==> src/rtl/pwr_clamp_pkg.sv <==
// Package: shared constants, state type and the switch-on code ladder.
// Assumes an eight-bit clamp code, all-ones meaning the switch is fully off.
package pwr_clamp_pkg;

    localparam int          CODE_W   = 8;
    localparam int          STEPS    = 6;
    localparam int          STEP_W   = $clog2(STEPS);
    localparam logic [7:0]  CODE_OFF = 8'hFF;
    localparam logic [7:0]  CODE_ON  = 8'h00;

    typedef enum logic [1:0] {
        SQ_IDLE   = 2'd0,
        SQ_RAMP   = 2'd1,
        SQ_DROP   = 2'd2,
        SQ_SETTLE = 2'd3
    } seq_state_t;

    // Clamp code applied at switch-on step idx (clamp segments released progressively).
    function automatic logic [7:0] ramp_code(input int idx);
        logic [7:0] c;
        case (idx)
            0:       c = 8'hFE;
            1:       c = 8'hF8;
            2:       c = 8'hE0;
            3:       c = 8'hC0;
            4:       c = 8'h80;
            default: c = 8'h00;
        endcase
        return c;
    endfunction

endpackage

==> src/rtl/pwr_ladder_table.sv <==
// Module: step table for the switch-on ladder.
// Returns the clamp code and dwell length (in ticks) for a step index.
// The first and last steps use the long dwell, the ones between use the short dwell.
// Assumes step_idx stays below STEPS; larger values read as the last step.
module pwr_ladder_table
    import pwr_clamp_pkg::*;
#(
    parameter int DWELL_LONG  = 20,
    parameter int DWELL_SHORT = 10,
    parameter int CNT_W       = 5
) (
    input  logic [STEP_W-1:0] step_idx,
    output logic [7:0]        step_code,
    output logic [CNT_W-1:0]  step_dwell
);

    logic [7:0]       code_arr  [STEPS];
    logic [CNT_W-1:0] dwell_arr [STEPS];

    // Build one table entry per ladder step.
    for (genvar g = 0; g < STEPS; g++) begin : g_step
        localparam int DW = ((g == 0) || (g == STEPS - 1)) ? DWELL_LONG : DWELL_SHORT;
        assign code_arr[g]  = ramp_code(g);
        assign dwell_arr[g] = CNT_W'(DW);
    end

    // Select the entry for the current step, clamping out-of-range indices.
    always_comb begin
        if (int'(step_idx) < STEPS) begin
            step_code  = code_arr[step_idx];
            step_dwell = dwell_arr[step_idx];
        end else begin
            step_code  = code_arr[STEPS-1];
            step_dwell = dwell_arr[STEPS-1];
        end
    end

endmodule

==> src/rtl/pwr_tick_dwell.sv <==
// Module: dwell counter driven by the microsecond tick.
// Counts tick pulses while run is high. expire goes high, without a register,
// in the cycle that carries the limit-th tick; the count then restarts from zero.
// Assumes limit >= 1 and that limit is held steady while run is high.
module pwr_tick_dwell #(
    parameter int CNT_W = 5
) (
    input  logic             clk,
    input  logic             rst_n,
    input  logic             run,
    input  logic             tick,
    input  logic [CNT_W-1:0] limit,
    output logic             expire
);

    logic [CNT_W-1:0] cnt_q;

    // Flag the last tick of the current dwell.
    assign expire = run && tick && (cnt_q == limit - CNT_W'(1));

    // Count ticks while running; clear when idle or when a dwell ends.
    always_ff @(posedge clk) begin
        if (!rst_n) begin
            cnt_q <= '0;
        end else if (!run || expire) begin
            cnt_q <= '0;
        end else if (tick) begin
            cnt_q <= cnt_q + CNT_W'(1);
        end
    end

endmodule

==> src/rtl/pwr_settle_guard.sv <==
// Module: readback watchdog for the settle phase.
// While active, counts cycles in which the readback disagrees with the target.
// timeout goes high, without a register, on the LIMIT-th cycle with no match.
// Assumes LIMIT >= 1.
module pwr_settle_guard #(
    parameter int LIMIT = 256
) (
    input  logic clk,
    input  logic rst_n,
    input  logic active,
    input  logic match,
    output logic timeout
);

    localparam int TW = $clog2(LIMIT + 1);

    logic [TW-1:0] wait_q;

    // Raise timeout on the last permitted mismatch cycle.
    assign timeout = active && !match && (wait_q == TW'(LIMIT - 1));

    // Count mismatch cycles only while the settle phase is active.
    always_ff @(posedge clk) begin
        if (!rst_n || !active) begin
            wait_q <= '0;
        end else if (!match && !timeout) begin
            wait_q <= wait_q + TW'(1);
        end
    end

endmodule

==> src/rtl/pwr_clamp_sequencer.sv <==
// Module: staged power switch sequencer (top).
// Sequences one core's clamp code: a six-step ramp to switch on, a single jump
// to switch off, then a readback settle check guarded by a timeout.
// Assumes req_stb and us_tick are single-cycle strobes synchronous to clk,
// and that code_fb reflects clamp_code through whatever path applies it.
module pwr_clamp_sequencer
    import pwr_clamp_pkg::*;
#(
    parameter int DWELL_LONG   = 20,
    parameter int DWELL_SHORT  = 10,
    parameter int DWELL_OFF    = 30,
    parameter int SETTLE_LIMIT = 256
) (
    input  logic       clk,
    input  logic       rst_n,
    input  logic       req_stb,
    input  logic       req_on,
    input  logic       us_tick,
    input  logic [7:0] code_fb,
    output logic [7:0] clamp_code,
    output logic       busy,
    output logic       done,
    output logic       settle_err
);

    localparam int MAX_DW = (DWELL_OFF > DWELL_LONG)
                          ? ((DWELL_OFF > DWELL_SHORT) ? DWELL_OFF : DWELL_SHORT)
                          : ((DWELL_LONG > DWELL_SHORT) ? DWELL_LONG : DWELL_SHORT);
    localparam int CNT_W  = $clog2(MAX_DW + 1);
    localparam logic [STEP_W-1:0] LAST_STEP = STEP_W'(STEPS - 1);

    seq_state_t        state_q;
    logic [STEP_W-1:0] step_q;
    logic [7:0]        code_q;
    logic              busy_q;
    logic              done_q;
    logic              err_q;
    logic              tgt_on_q;

    logic [7:0]        tbl_code;
    logic [CNT_W-1:0]  tbl_dwell;
    logic [7:0]        next_code;
    logic [CNT_W-1:0]  tbl_unused_dwell;
    logic [CNT_W-1:0]  dwell_limit;
    logic              dwell_run;
    logic              dwell_end;
    logic              settle_active;
    logic              fb_match;
    logic              settle_to;
    logic              at_target;
    logic [STEP_W-1:0] step_next;

    // Table lookup for the code and dwell of the current step.
    pwr_ladder_table #(
        .DWELL_LONG  (DWELL_LONG),
        .DWELL_SHORT (DWELL_SHORT),
        .CNT_W       (CNT_W)
    ) u_table (
        .step_idx   (step_q),
        .step_code  (tbl_code),
        .step_dwell (tbl_dwell)
    );

    // Second lookup giving the code of the step that comes next.
    pwr_ladder_table #(
        .DWELL_LONG  (DWELL_LONG),
        .DWELL_SHORT (DWELL_SHORT),
        .CNT_W       (CNT_W)
    ) u_table_next (
        .step_idx   (step_next),
        .step_code  (next_code),
        .step_dwell (tbl_unused_dwell)
    );

    // Index of the following step, saturating at the last step.
    assign step_next = (step_q == LAST_STEP) ? LAST_STEP : step_q + STEP_W'(1);

    // Pick the dwell: the switch-off wait in the drop phase, the table value on the ramp.
    always_comb begin
        dwell_limit = (state_q == SQ_DROP) ? CNT_W'(DWELL_OFF) : tbl_dwell;
        dwell_run   = (state_q == SQ_RAMP) || (state_q == SQ_DROP);
    end

    // Tick-based dwell counter shared by the ramp and drop phases.
    pwr_tick_dwell #(
        .CNT_W (CNT_W)
    ) u_dwell (
        .clk    (clk),
        .rst_n  (rst_n),
        .run    (dwell_run),
        .tick   (us_tick),
        .limit  (dwell_limit),
        .expire (dwell_end)
    );

    // Compare the readback with the target of the current sequence.
    always_comb begin
        settle_active = (state_q == SQ_SETTLE);
        fb_match      = (code_fb == (tgt_on_q ? CODE_ON : CODE_OFF));
    end

    // Settle watchdog, so that a readback that never matches cannot hang the block.
    pwr_settle_guard #(
        .LIMIT (SETTLE_LIMIT)
    ) u_guard (
        .clk     (clk),
        .rst_n   (rst_n),
        .active  (settle_active),
        .match   (fb_match),
        .timeout (settle_to)
    );

    // Detect a request for the state the code already holds.
    assign at_target = req_on ? (code_q == CODE_ON) : (code_q == CODE_OFF);

    // Main sequencing state machine and output registers.
    always_ff @(posedge clk) begin
        if (!rst_n) begin
            state_q  <= SQ_IDLE;
            step_q   <= '0;
            code_q   <= CODE_OFF;
            busy_q   <= 1'b0;
            done_q   <= 1'b0;
            err_q    <= 1'b0;
            tgt_on_q <= 1'b0;
        end else begin
            done_q <= 1'b0;
            case (state_q)
                SQ_IDLE: begin
                    if (req_stb) begin
                        err_q <= 1'b0;
                        if (at_target) begin
                            done_q <= 1'b1;
                        end else if (req_on) begin
                            tgt_on_q <= 1'b1;
                            step_q   <= '0;
                            code_q   <= ramp_code(0);
                            busy_q   <= 1'b1;
                            state_q  <= SQ_RAMP;
                        end else begin
                            tgt_on_q <= 1'b0;
                            code_q   <= CODE_OFF;
                            busy_q   <= 1'b1;
                            state_q  <= SQ_DROP;
                        end
                    end
                end
                SQ_RAMP: begin
                    if (dwell_end) begin
                        if (step_q == LAST_STEP) begin
                            state_q <= SQ_SETTLE;
                        end else begin
                            step_q <= step_next;
                            code_q <= next_code;
                        end
                    end
                end
                SQ_DROP: begin
                    if (dwell_end) begin
                        state_q <= SQ_SETTLE;
                    end
                end
                SQ_SETTLE: begin
                    if (fb_match || settle_to) begin
                        err_q   <= settle_to;
                        done_q  <= 1'b1;
                        busy_q  <= 1'b0;
                        state_q <= SQ_IDLE;
                    end
                end
                default: state_q <= SQ_IDLE;
            endcase
        end
    end

    // Drive the outputs straight from registers.
    always_comb begin
        clamp_code = code_q;
        busy       = busy_q;
        done       = done_q;
        settle_err = err_q;
    end

    // The current-step code from the table is used only by the checker; keep it visible.
    logic tbl_seen;
    assign tbl_seen = ^{tbl_code, tbl_unused_dwell};

endmodule

==> config.mk <==
export PLATFORM = sky130hd
export DESIGN_NAME = pwr_clamp_sequencer
export DESIGN_NICKNAME = d
export VERILOG_FILES = /design/src/rtl/pwr_clamp_pkg.sv /design/src/rtl/pwr_ladder_table.sv /design/src/rtl/pwr_tick_dwell.sv /design/src/rtl/pwr_settle_guard.sv /design/src/rtl/pwr_clamp_sequencer.sv
export SDC_FILE = /design/constraint.sdc
export NUM_CORES = 1
export LEC_CHECK = 0
export BUFFER_PORTS_ARGS = -buffer_cell sky130_fd_sc_hd__buf_2
export CAP_MARGIN = 20
export CORE_UTILIZATION = 25
export CTS_BUF_LIST = sky130_fd_sc_hd__clkbuf_8
export CTS_CLUSTER_SIZE = 28
export DETAILED_ROUTE_END_ITERATION = 6
export HOLD_SLACK_MARGIN = 0.02
export PLACE_DENSITY = 0.46
export SLEW_MARGIN = 10
export SYNTH_ARGS = -nofsm -noshare
export SYNTH_HDL_FRONTEND = slang
export SYNTH_HIERARCHICAL = 1
export SYNTH_SLANG_ARGS = --single-unit
==> constraint.sdc <==
create_clock -name clk -period 3.12 [get_ports clk]
set_input_delay 0.312 -clock clk [delete_from_list [all_inputs] [get_ports clk]]
set_output_delay 0.312 -clock clk [all_outputs]
set_load 0.01 [all_outputs]
After elaboration in Yosys (flattened, before gate mapping)
Memories as Yosys holds them, arrays and structs flattened. Index checks and enable logic that the tools add are counted.

Add/subtract/negate cells: 4. Magnitude comparators: 4. Equal/unequal tests: 16. Mux-type cells: 42. Bitwise gates (word level): 4. Reduce and logical (&&, ||, !) cells: 25.

Operator list (count): 2-to-1 mux 8 bit (8); 2-to-1 mux 5 bit (4); 2-to-1 mux 3 bit (6); case mux 8 bit (2 select lines) (1); 2-to-1 mux 2 bit (7); inequality test 2 bit (second input constant) (6); AND reduction 6 bit (2); 2-to-1 mux 1 bit (11); adder 9 x 1 -> 9 bit (second input constant) (1); == test 9 x 8 -> 1 bit (second input constant) (1); == test 8 bit (1); == test 8 bit (second input constant) (1); >= comparator 4 bit (second input constant) (2); logical NOT 8 bit (1); NOT 3 -> 4 bit (2); case mux 2 bit (4 select lines) (1); < comparator 3 bit (second input constant) (2); case mux 1 bit (2 select lines) (3); case mux 3 bit (2 select lines) (1); AND reduction 3 bit (2); adder 5 x 1 -> 5 bit (second input constant) (1); == test 5 bit (1); logical AND 1 bit (5); logical NOT 1 bit (5); 13 further kinds (20).

Register bits: 31. ROM bits: 104. Word-level logic and storage cells: 106. Memories: 2.

Memories: (no name shown) (depth 8, width 8, read ports 1, clocked after Yosys merged registers in 0, wr ports 0, line pwr_ladder_table.sv:30) `step_code = code_arr[step_idx];`; (no name shown) (depth 8, width 5, read ports 1, clocked after Yosys merged registers in 0, wr ports 0, line pwr_ladder_table.sv:31) `step_dwell = dwell_arr[step_idx];`.

Longest topological paths before layout
Depth in word-level cells: 11. Gate-level depth with buffers: 15.

By module
The synthesis kept the hierarchy.

Modules (own cells, without submodules): pwr_clamp_sequencer (instances 1, cells each 132, area an instance 1088.5 µm², sequential area each 340.3 µm²); pwr_settle_guard (instances 1, cells each 50, area an instance 430.4 µm², sequential area each 180.2 µm²); pwr_tick_dwell (instances 1, cells each 41, area an instance 362.8 µm², sequential area each 100.1 µm²); pwr_ladder_table (instances 2, cells each 14, area an instance 92.6 µm², sequential area each 0.0 µm²).

Worst setup path after synthesis
OpenSTA, ideal clock, no wires.

Path kind: register -> register. Start point: register state_q[0]. End point: register step_q[0]. Data arrival time: 2699 ps. Data required time: 2998 ps. Path slack: 300 ps. Stages on the path, launching flop included: 16. Buffers on the path: 1. Period minus slack after synthesis: 2820 ps. Cells stage by stage: dfxtp_1 -> inv_1 -> ha_1 -> or2_2 -> inv_1 -> ha_1 -> nand2_1 -> o211a_1 -> o31ai_2 -> and2_1 -> nand2_1 -> o22ai_1 -> o211ai_2 -> buf_6 -> o21bai_4 -> mux2i_1.

Word-level cells in the longest chain between the ends: 7.

Ends and longest elaborated chain: start, declared (line pwr_clamp_sequencer.sv:32) `seq_state_t state_q;`; start signal, assigned (line pwr_clamp_sequencer.sv:119) `state_q <= SQ_IDLE;`; start signal, assigned (line pwr_clamp_sequencer.sv:139) `state_q <= SQ_RAMP;`; start signal, assigned (line pwr_clamp_sequencer.sv:144) `state_q <= SQ_DROP;`; == test 2 bit (line pwr_clamp_sequencer.sv:80) `dwell_limit = (state_q == SQ_DROP) ? CNT_W'(DWELL_OFF) : tbl_dwell;`; 2-to-1 mux 5 bit (line pwr_clamp_sequencer.sv:80); via dwell_limit[1] (line pwr_clamp_sequencer.sv:44) `logic [CNT_W-1:0] dwell_limit;`; subtractor 5 x 1 -> 5 bit (line pwr_tick_dwell.sv:19) `assign expire = run && tick && (cnt_q == limit - CNT_W'(1));`; == test 5 bit (line pwr_tick_dwell.sv:19); logical AND 1 bit (line pwr_tick_dwell.sv:19); via dwell_end (line pwr_clamp_sequencer.sv:46) `logic dwell_end;`; inequality test 2 x 1 -> 1 bit (no source line); AND reduction 6 bit (no source line); end signal, assigned (line pwr_clamp_sequencer.sv:153) `step_q <= step_next;`; end, declared (line pwr_clamp_sequencer.sv:33) `logic [STEP_W-1:0] step_q;`.

The timed path passes the listed nets, and every way through them passes these cells. A chain may end at the register's enable or synchronous reset.

Worst setup path after layout
Start point: register state_q[0]. End point: register code_q[5] (netlist: clamp_code[5]).

Word-level cells in the longest chain between the ends: 7.

Ends and longest elaborated chain: == test 2 bit (line pwr_clamp_sequencer.sv:80); 2-to-1 mux 5 bit (line pwr_clamp_sequencer.sv:80); via dwell_limit[1] (line pwr_clamp_sequencer.sv:44); subtractor 5 x 1 -> 5 bit (line pwr_tick_dwell.sv:19); == test 5 bit (line pwr_tick_dwell.sv:19); logical AND 1 bit (line pwr_tick_dwell.sv:19); via dwell_end (line pwr_clamp_sequencer.sv:46); inequality test 2 x 1 -> 1 bit (no source line); AND reduction 5 bit (no source line); end signal, assigned (line pwr_clamp_sequencer.sv:137) `code_q <= ramp_code(0);`; end signal, assigned (line pwr_clamp_sequencer.sv:154) `code_q <= next_code;`; end, declared (line pwr_clamp_sequencer.sv:34) `logic [7:0] code_q;`.

The timed path passes the listed nets, and every way through them passes these cells.

==> impl_metrics.tcl <==
set metrics [dict create \
    outcome "finished clean" \
    startpoint_type "flip-flop" \
    period_needed_ns 2.828 \
    grt_first_pass_wirelength_um 6975 \
    slowest_delay_ns 0.36 \
    dp.cells 357 \
    cts.clk_slew.worst_paths_ns 0.07 \
    cp.arrival_ns 2.98 \
    antenna_found_initial 0 \
    placementRows 32 \
    drt-total-wl_um 4118 \
    start_util 0.2584 \
    fp.dieW_um 91.38 \
    final.period_utilization 0.9063 \
    first_global_vias 1525 \
    yosysWarnings 6 \
    portBuffers 23 \
    grt_max_degree 26 \
    drive_gt1_frac 0.1977 \
    crit_chain "inv_1 -> ha_1 -> or2_2 -> inv_1 -> ha_1 -> nand2_1 -> o211a_1 -> o31ai_2 -> and2_4 -> nand2_1 -> o22ai_2 -> o211ai_2 -> buf_4 -> mux2i_1 -> nand2_1" \
    cts_max_level 2 \
    crit_buf_inv 3 \
    drcViolationCount 0 \
    pwr_density_cell_nw_per_um2 512.7 \
    cts_sinks 31 \
    wl_per_cell_um 11.28 \
    synthCells 240 \
    reg2reg_slack_ns 0.29 \
    min_from "req_stb" \
    placed_area_um2 2191 \
    dr.pass1.iters 4 \
    setup_slack_ns 0.2924 \
    max_slew_margin 0.6108 \
    gp_congestion 0.7028 \
    clk_latency_ns 0.28 \
    cap_violations 0 \
    final_area_um2 2282 \
    r2r_start "state_q[0]" \
    max_freq_mhz 353.7 \
    hp-class "in2reg" \
    syn_to_final_growth_pct 14.29 \
    place_hpwl_um 3012 \
    reg2reg_depth 15 \
    most-common-layout-cells "nand2_1 (34), dfxtp_1 (30), buf_2 (23)" \
    hold_depth 3 \
    core_um2 7727 \
    crit_family "simple AND/OR/NAND/NOR gates" \
    layout.nets 284 \
    post-route-util 0.2953 \
    n_fill_cell 853 \
    crit_top_cell "nand2_1" \
    drt_iter0_markers 42 \
    final_hold_viol_count 0 \
    finalSetupTns_ns 0 \
    final_common_cell "nand2_1" \
    tritoncts "built" \
    numCtsBuffers 5 \
    avgSynthCellArea_um2 8.320 \
    crit_fanout 9 \
    io_pins 24 \
    cp_slowest_cell "dfxtp_2" \
    stdcell_count 365 \
    post-cts-setup-buffers 0 \
    synthesis.area_um2 1997 \
    clockBufferDepth 2 \
    track_usage 0.1032 \
    total_leakage_power_nw 0.8791 \
    antennaDiodeCount 0 \
    die_h_um 91.38 \
    vias 1683 \
    dpl_worst_slack_ns 0.2188 \
    slew_viol_final 0 \
    hold_end "done" \
    reg2reg_to "clamp_code[5]" \
    endpoint_kind "flip-flop" \
    syn_nets 262 \
    ir_drop_v 0.0001828 \
    worst_slew_pin_slew_ns 0.5778 \
    overflow 0 \
    finalSetupViolCount 0 \
    path_depth 15 \
    ant_nets 0 \
    avgViaCountPerCell 4.611 \
    skew_ns 0.005077 \
    die_area_um2 8349 \
    cts_root_buf "clkbuf_8" \
    critical_path_class "reg2reg" \
    rsz0062_at_grt "no" \
    worst_ep_required_time_ns 3.27 \
]
[power by group]
part	switching (mW)	internal, mW
Sequential	0.0351	0.429
Combinational	0.222	0.186
Clock	0.148	0.150
Total	0.405	0.765
[registers in the layout, summed over array words and instances, names as in the netlist]
register and flops:
step_q 3, u_dwell/cnt_q 5, u_guard/wait_q 9, done 1, state_q 2, settle_err 1
clamp_code 8, tgt_on_q 1, busy 1
[worst max-delay path by stage]
stage	start	to	slack (ns)
detailed placement	state_q[0]	clamp_code[1]	0.22
global placement	state_q[0]	clamp_code[5]	0.31
finish	state_q[0]	clamp_code[5]	0.29
global route	state_q[0]	clamp_code[6]	0.03
floorplan	state_q[0]	step_q[0]	0.30
CTS	state_q[0]	clamp_code[5]	0.18
[worst reg2reg max path, stage by stage (launching register included)]
cell	delay (ns)
dfxtp_2	0.36
inv_1	0.09
ha_1	0.26
or2_2	0.32
inv_1	0.06
ha_1	0.20
nand2_1	0.08
o211a_1	0.21
o31ai_2	0.21
and2_4	0.19
nand2_1	0.06
o22ai_2	0.14
o211ai_2	0.11
buf_4	0.20
mux2i_1	0.16
nand2_1	0.07
[metal layers]
layer	wire, um	vias to the layer above	track usage
li1	-	890	-
met1	2192	774	0.1460
met2	1773	17	0.1515
met3	140	2	0.03183
met4	11	0	0.02381
met5	0	-	0
[stage by stage]
step	hold WS, ns	power (mW)
4_1_cts	0.3408	1.184
3_5_place_dp	0.4734	0.8750
5_1_grt	0.3763	1.255
3_3_place_gp	0.4723	0.8728
2_1_floorplan	0.4414	0.7967
6_report	0.3454	1.170
[cell type report]
type	instances	area (um2)	share of cell area
tap	102	127.6	0.05592
inverter	11	41.29	0.01809
timing repair buffer	26	137.6	0.06031
clock inverter	3	12.51	0.005482
multi-input combinational	187	1272	0.5576
clock buffer	5	68.82	0.03015
sequential	31	621.8	0.2725
[timing repair]
action	4_1_cts	5_1_grt
endpoints found under the setup margin	0	9
endpoints found under the hold margin	0	0
gates resized for setup	0	3
hold buffers	0	0
No activity file was read; power rests on OpenSTA's default activity.
